### config.mk
export PLATFORM = sky130hd
export DESIGN_NAME = ref_valid_monitor
export DESIGN_NICKNAME = d
export VERILOG_FILES = /design/src/rtl/refmon_pkg.sv /design/src/rtl/refmon_edge.sv /design/src/rtl/refmon_judge.sv /design/src/rtl/refmon_qual.sv /design/src/rtl/ref_valid_monitor.sv
export SDC_FILE = /design/constraint.sdc
export NUM_CORES = 2
export LEC_CHECK = 0
export CAP_MARGIN = 10
export CELL_PAD_IN_SITES_DETAIL_PLACEMENT = 1
export CELL_PAD_IN_SITES_GLOBAL_PLACEMENT = 1
export CORE_MARGIN = 5
export CORE_UTILIZATION = 35
export DETAILED_ROUTE_END_ITERATION = 8
export DONT_BUFFER_PORTS = 1
export PLACE_DENSITY = 0.59
export SETUP_SLACK_MARGIN = 0.05
export SYNTH_ARGS = -nofsm -noshare
export SYNTH_HDL_FRONTEND = slang
export SYNTH_HIERARCHICAL = 1
export SYNTH_SLANG_ARGS = --single-unit
### constraint.sdc
create_clock -name clk -period 32.1 [get_ports clk]
set_clock_uncertainty 0.05 [all_clocks]
set_input_delay 9.63 -clock clk [delete_from_list [all_inputs] [get_ports clk]]
set_output_delay 9.63 -clock clk [all_outputs]
set_load 0.005 [all_outputs]
### src/rtl/refmon_pkg.sv
package refmon_pkg;

    localparam int QUAL_PERIODS = 12;
    localparam int PPM_SCALE    = 1000000;
    localparam int DEF_LO_PPM   = -332;
    localparam int DEF_HI_PPM   = 280;

    typedef enum logic [1:0] {
        ST_WAIT = 2'd0,
        ST_QUAL = 2'd1,
        ST_OK   = 2'd2
    } mon_state_e;

    typedef struct packed {
        logic       ok;
        logic [3:0] num;
        logic [3:0] den;
    } ratio_t;

    function automatic ratio_t mk_ratio(input logic [3:0] n, input logic [3:0] d);
        ratio_t r;
        r.ok  = 1'b1;
        r.num = n;
        r.den = d;
        return r;
    endfunction

    function automatic ratio_t decode_ratio(input logic [3:0] code);
        ratio_t r;
        case (code)
            4'd0:    r = mk_ratio(4'd1, 4'd8);
            4'd1:    r = mk_ratio(4'd1, 4'd4);
            4'd2:    r = mk_ratio(4'd1, 4'd3);
            4'd3:    r = mk_ratio(4'd1, 4'd2);
            4'd4:    r = mk_ratio(4'd3, 4'd4);
            4'd5:    r = mk_ratio(4'd1, 4'd1);
            4'd6:    r = mk_ratio(4'd4, 4'd3);
            4'd7:    r = mk_ratio(4'd2, 4'd1);
            4'd8:    r = mk_ratio(4'd3, 4'd1);
            4'd9:    r = mk_ratio(4'd4, 4'd1);
            4'd10:   r = mk_ratio(4'd6, 4'd1);
            4'd11:   r = mk_ratio(4'd8, 4'd1);
            default: begin
                r     = mk_ratio(4'd1, 4'd1);
                r.ok  = 1'b0;
            end
        endcase
        return r;
    endfunction

endpackage

### src/rtl/refmon_edge.sv
module refmon_edge #(
    parameter int STAGES = 2
) (
    input  logic clk,
    input  logic rst,
    input  logic ref_in,
    output logic rise
);
    // sh[0..STAGES-1] synchronizer, sh[STAGES] previous-value flop
    logic [STAGES:0] sh;

    always_ff @(posedge clk) begin
        if (rst) sh <= '0;
        else     sh <= {sh[STAGES-1:0], ref_in};
    end

    assign rise = sh[STAGES-1] & ~sh[STAGES];
endmodule

### src/rtl/refmon_judge.sv
module refmon_judge #(
    parameter int PRESCALE = 4096,
    parameter int PPM_W    = 20,
    parameter int CNT_W    = 17
) (
    input  logic [CNT_W-1:0]        period,
    input  logic [3:0]              num,
    input  logic [3:0]              den,
    input  logic signed [PPM_W-1:0] lim_lo,
    input  logic signed [PPM_W-1:0] lim_hi,
    output logic                    in_range
);
    import refmon_pkg::*;

    logic signed [63:0] per_s, num_s, den_s, lo_s, hi_s, ppm_s;
    logic signed [63:0] base, target, low_side, high_side;

    always_comb begin
        per_s     = signed'(64'(period));
        num_s     = signed'(64'(num));
        den_s     = signed'(64'(den));
        lo_s      = 64'(lim_lo);
        hi_s      = 64'(lim_hi);
        ppm_s     = 64'(PPM_SCALE);
        base      = per_s * num_s;
        target    = 64'(PRESCALE) * den_s * ppm_s;
        low_side  = base * (ppm_s + lo_s);
        high_side = base * (ppm_s + hi_s);
        in_range  = (low_side <= target) && (target <= high_side);
    end
endmodule

### src/rtl/refmon_qual.sv
module refmon_qual
    import refmon_pkg::*;
#(
    parameter int PRESCALE = 4096,
    parameter int CNT_W    = 17,
    parameter int QUAL     = QUAL_PERIODS
) (
    input  logic             clk,
    input  logic             rst,
    input  logic             rise,
    input  logic             restart,
    input  ratio_t           rat,
    input  logic             in_range,
    output logic [CNT_W-1:0] period,
    output mon_state_e       state
);
    localparam int GOOD_W = $clog2(QUAL + 1);

    logic [GOOD_W-1:0] good, good_inc;
    logic              wd_hit;

    assign good_inc = (good == GOOD_W'(QUAL)) ? good : good + 1'b1;
    assign wd_hit   = (32'(period) * 32'(rat.num)) >= (32'(2 * PRESCALE) * 32'(rat.den));

    always_ff @(posedge clk) begin
        if (rst || restart || !rat.ok) begin
            state  <= ST_WAIT;
            period <= '0;
            good   <= '0;
        end else if (state == ST_WAIT) begin
            if (rise) begin
                state  <= ST_QUAL;
                period <= CNT_W'(1);
                good   <= '0;
            end
        end else if (rise) begin
            period <= CNT_W'(1);
            if (in_range) begin
                good <= good_inc;
                if (good_inc >= GOOD_W'(QUAL)) state <= ST_OK;
            end else begin
                good  <= '0;
                state <= ST_QUAL;
            end
        end else if (wd_hit) begin
            state  <= ST_WAIT;
            period <= '0;
            good   <= '0;
        end else begin
            period <= period + 1'b1;
        end
    end
endmodule

### src/rtl/ref_valid_monitor.sv
module ref_valid_monitor
    import refmon_pkg::*;
#(
    parameter int PRESCALE    = 4096,
    parameter int PPM_W       = 20,
    parameter int SYNC_STAGES = 2
) (
    input  logic                    clk,
    input  logic                    rst,
    input  logic                    ref_in,
    input  logic [3:0]              ratio_sel,
    input  logic signed [PPM_W-1:0] lim_lo_ppm,
    input  logic signed [PPM_W-1:0] lim_hi_ppm,
    output logic                    ref_valid,
    output logic                    hold
);
    localparam int CNT_W = $clog2(2 * PRESCALE * 8 + 2);

    logic             ref_rise;
    logic [3:0]       ratio_q;
    logic             restart;
    logic             in_range;
    ratio_t           rat;
    logic [CNT_W-1:0] period;
    mon_state_e       state;

    assign rat     = decode_ratio(ratio_sel);
    assign restart = (ratio_sel != ratio_q);

    always_ff @(posedge clk) begin
        ratio_q <= ratio_sel;
    end

    refmon_edge #(.STAGES(SYNC_STAGES)) u_edge (
        .clk    (clk),
        .rst    (rst),
        .ref_in (ref_in),
        .rise   (ref_rise)
    );

    refmon_judge #(.PRESCALE(PRESCALE), .PPM_W(PPM_W), .CNT_W(CNT_W)) u_judge (
        .period   (period),
        .num      (rat.num),
        .den      (rat.den),
        .lim_lo   (lim_lo_ppm),
        .lim_hi   (lim_hi_ppm),
        .in_range (in_range)
    );

    refmon_qual #(.PRESCALE(PRESCALE), .CNT_W(CNT_W), .QUAL(QUAL_PERIODS)) u_qual (
        .clk      (clk),
        .rst      (rst),
        .rise     (ref_rise),
        .restart  (restart),
        .rat      (rat),
        .in_range (in_range),
        .period   (period),
        .state    (state)
    );

    assign ref_valid = (state == ST_OK);
    assign hold      = ~ref_valid;
endmodule

==> flow_summary.ini <==
[outcome]
status = finished clean

[layout]
drive_gt1_share_pct = 4.362
fill_cells = 12800
nets = 5699
syn2layout_area_growth_pct = 5.319

[routing]
ant_nets = 0
dr.pass1.iters = 5
post_drt_wl_per_cell_um = 20.35
vias = 29450
via_per_inst = 5.102
drt_drc_violations_left = 0
wirelength_um = 117500
drtIter0Drc = 1403

[floorplanning]
die_y_um = 340.0
fp.dieW_um = 340.0
core_um2 = 108600
rows = 121
io_pins = 49
dieArea_um2 = 115600
start_util_pct = 35.11

[placement]
hpwl_um = 96400
io_buffers = 0
place_congestion = 0.8666
preCtsSetupSlack_ns = 7.301

[synth]
ys_types = 91
synth_edf_count = 0
yosysSeqAreaShare_pct = 1.576
synth_cells = 4466
syn-num-nets = 5810
async_reset_ff_share_pct = 0
synth-seq-cells = 30
yosysWarnings = 6
synth-main-ff-cell = dfxtp_1
avgSynthCellArea_um2 = 8.533
syn_area_um2 = 38110

[power_and_ir_drop]
p_switching_uw = 90.11
p_int_uw = 96.45
swShare_pct = 48.29
power.share.clock_pct = 27.2
power_density_nw_per_um2 = 4.649
p_comb_share_pct = 52.5
total_leakage_power_uw = 0.02068
seq_power_share_pct = 20.3
ir_drop_mv = 0.01745

[flow_run]
maxCapViolCount = 0

[sta]
rsz0062_at_grt = no
finalCritPeriodShare_pct = 76.28
fin_tns_setup_ns = 0
max_slew_margin_pct = 19.61
max_clock_freq_ghz = 0.04084
slew_viol_final = 0
setup_viol_count_final = 0
layout_min_cycle_time_ns = 24.48
hold_violations = 0
max_slew.worst_pin.slew_ns = 1.202
worst_slack_ns = 7.615

[clock_tree]
cts_tree = done
insertion_delay_ns = 0.29
clockBufferDepth = 2
clk_pin_slew_ns = 0.06
cts_root_buffer = clkbuf_16
h-tree-depth = 2
cts-buffers-inserted = 5
post-cts-setup-buffers = 0
cts_resized = 0
cts.sinks = 30
cts_hold_buf = 0

[setup_path]
start_kind = input port
cp_common_cell = fa_1
cpMaxStageDelayCell = o41ai_1
setup.reg_to_reg.worst_slack_ns = 16.92
worstSetupPathType = input port to register
crit_arrival_ns = 24.66
worst_setup_path_end_kind = register
worstPathMaxFanout = 34
cp_slowest_stage_delay_ns = 0.77
worstPathRequired_ns = 32.27
reg2regPathDepth = 53

[global_route]
grt_max_degree = 47
grtUsageTotal_pct = 20.59
grt_pass1_wl_um = 188900
overflow = 0
grt_pass1_vias = 32320
grt_antenna_before_repair = 2

[min_path]
hold-path-cell-count = 1
min_path_type = register to register
## placed cells by master, fill, tap and decap left out, drive strengths merged, types with 7 or more instances in the layout
cell / n
a211oi: 15
o31ai: 9
xor2: 72
a31oi: 24
o21ai: 83
or3: 7
a21oi: 125
inv: 897
nor2b: 30
nand4: 27
dfxtp: 30
nand2b: 60
o21bai: 14
and3: 36
a21boi: 7
nor2: 447
xnor2: 83
nand3: 44
and2: 219
a211o: 9
a21o: 68
fa: 787
o211ai: 10
or2: 13
ha: 510
nor4: 15
buf: 79
a221oi: 9
nor3: 20
o21a: 20
nand2: 495
## registers in the layout, summed over array words and instances, names as in the netlist
| name | cells |
|---|---|
| u_qual/state | 2 |
| ratio_q | 4 |
| u_qual/period | 17 |
| u_qual/good | 4 |
| u_edge/sh | 3 |
## kinds of logic after synthesis
kind of cell	count (synthesis)	synth area share (%)
simple gates	1441	17.56
fa+ha+maj	1297	58.09
buf+inv	1094	11.01
compound gates	440	7.903
xor+xnor	155	3.622
flops	30	1.576
mux	9	0.2462
## metrics by stage
step           hold WS, ns  total power (uW)  area (um^2)  utilization (%)  cells
2_1_floorplan       0.3638             95.25        38110                -   4466
3_3_place_gp        0.3980             134.6        39970            36.82   5761
3_5_place_dp        0.3990             135.4        39970            36.82   5761
4_1_cts             0.4121             188.1        40120            36.96   5769
5_1_grt             0.4244             196.9        40130            36.97   5770
6_report            0.4111             186.6        40130            36.97   5772
## worst max-delay path, delay by kind of cell
kind                       cells  cell delay, ns
AOI/OAI and AO/OA             20            5.06
xor gates and xnor gates       2            0.24
adders and majority gates     13            5.77
buffers and inverters          8            1.08
and+or+nand+nor               14            2.81
## synthesized netlist by cell type, drive strengths merged (30+ instances only)
library cell,count,area share [%]
a21oi,125,1.7
ha,510,17
nand2b,60,1.0
dfxtp,30,1.6
a21o,68,1.3
nand2,495,4.9
inv,897,8.8
clkbuf,173,1.7
nor2,447,4.4
xnor2,83,1.9
nand3,44,0.59
nor2b,30,0.50
fa,787,41
and3,36,0.59
and2,219,3.6
o21ai,83,1.1
xor2,72,1.7
## worst paths after layout
check / startpoint / to
worst max-delay path: ratio_sel[1] / u_qual/state[1]
worst min-delay path: u_edge/sh[1] / u_edge/sh[2]
worst max register to register: u_qual/period[0] / u_qual/state[1]
worst min register to register: u_edge/sh[1] / u_edge/sh[2]
## area by class of cell
| class | count | area (um^2) | share of cell area [%] |
|---|---|---|---|
| inverters | 897 | 3367 | 8.389 |
| multi-input cells | 3342 | 33650 | 83.84 |
| repair buffers | 79 | 593.1 | 1.478 |
| clock inverters | 2 | 12.51 | 0.03118 |
| diodes | 2 | 5.005 | 0.01247 |
| clock buffers | 6 | 138.9 | 0.3460 |
| well taps | 1414 | 1769 | 4.408 |
| flip-flops and latches | 30 | 600.6 | 1.496 |
## power by group through the flow
stage	Clock, uW	Combinational [uW]	Sequential [uW]
2_1_floorplan	0	56.6	38.6
3_3_place_gp	0	96.0	38.7
3_5_place_dp	0	96.7	38.7
4_1_cts	52.8	97.4	37.8
5_1_grt	54.5	105	37.9
6_report	50.8	97.9	37.8
## routing by layer
layer / wire [um] / global-route usage [%]
met1: 56560 / 30.36
met2: 54700 / 34.03
met3: 4529 / 1.686
met4: 1664 / 2.646
met5: 0 / 0
(Power assumes the default switching activity.)
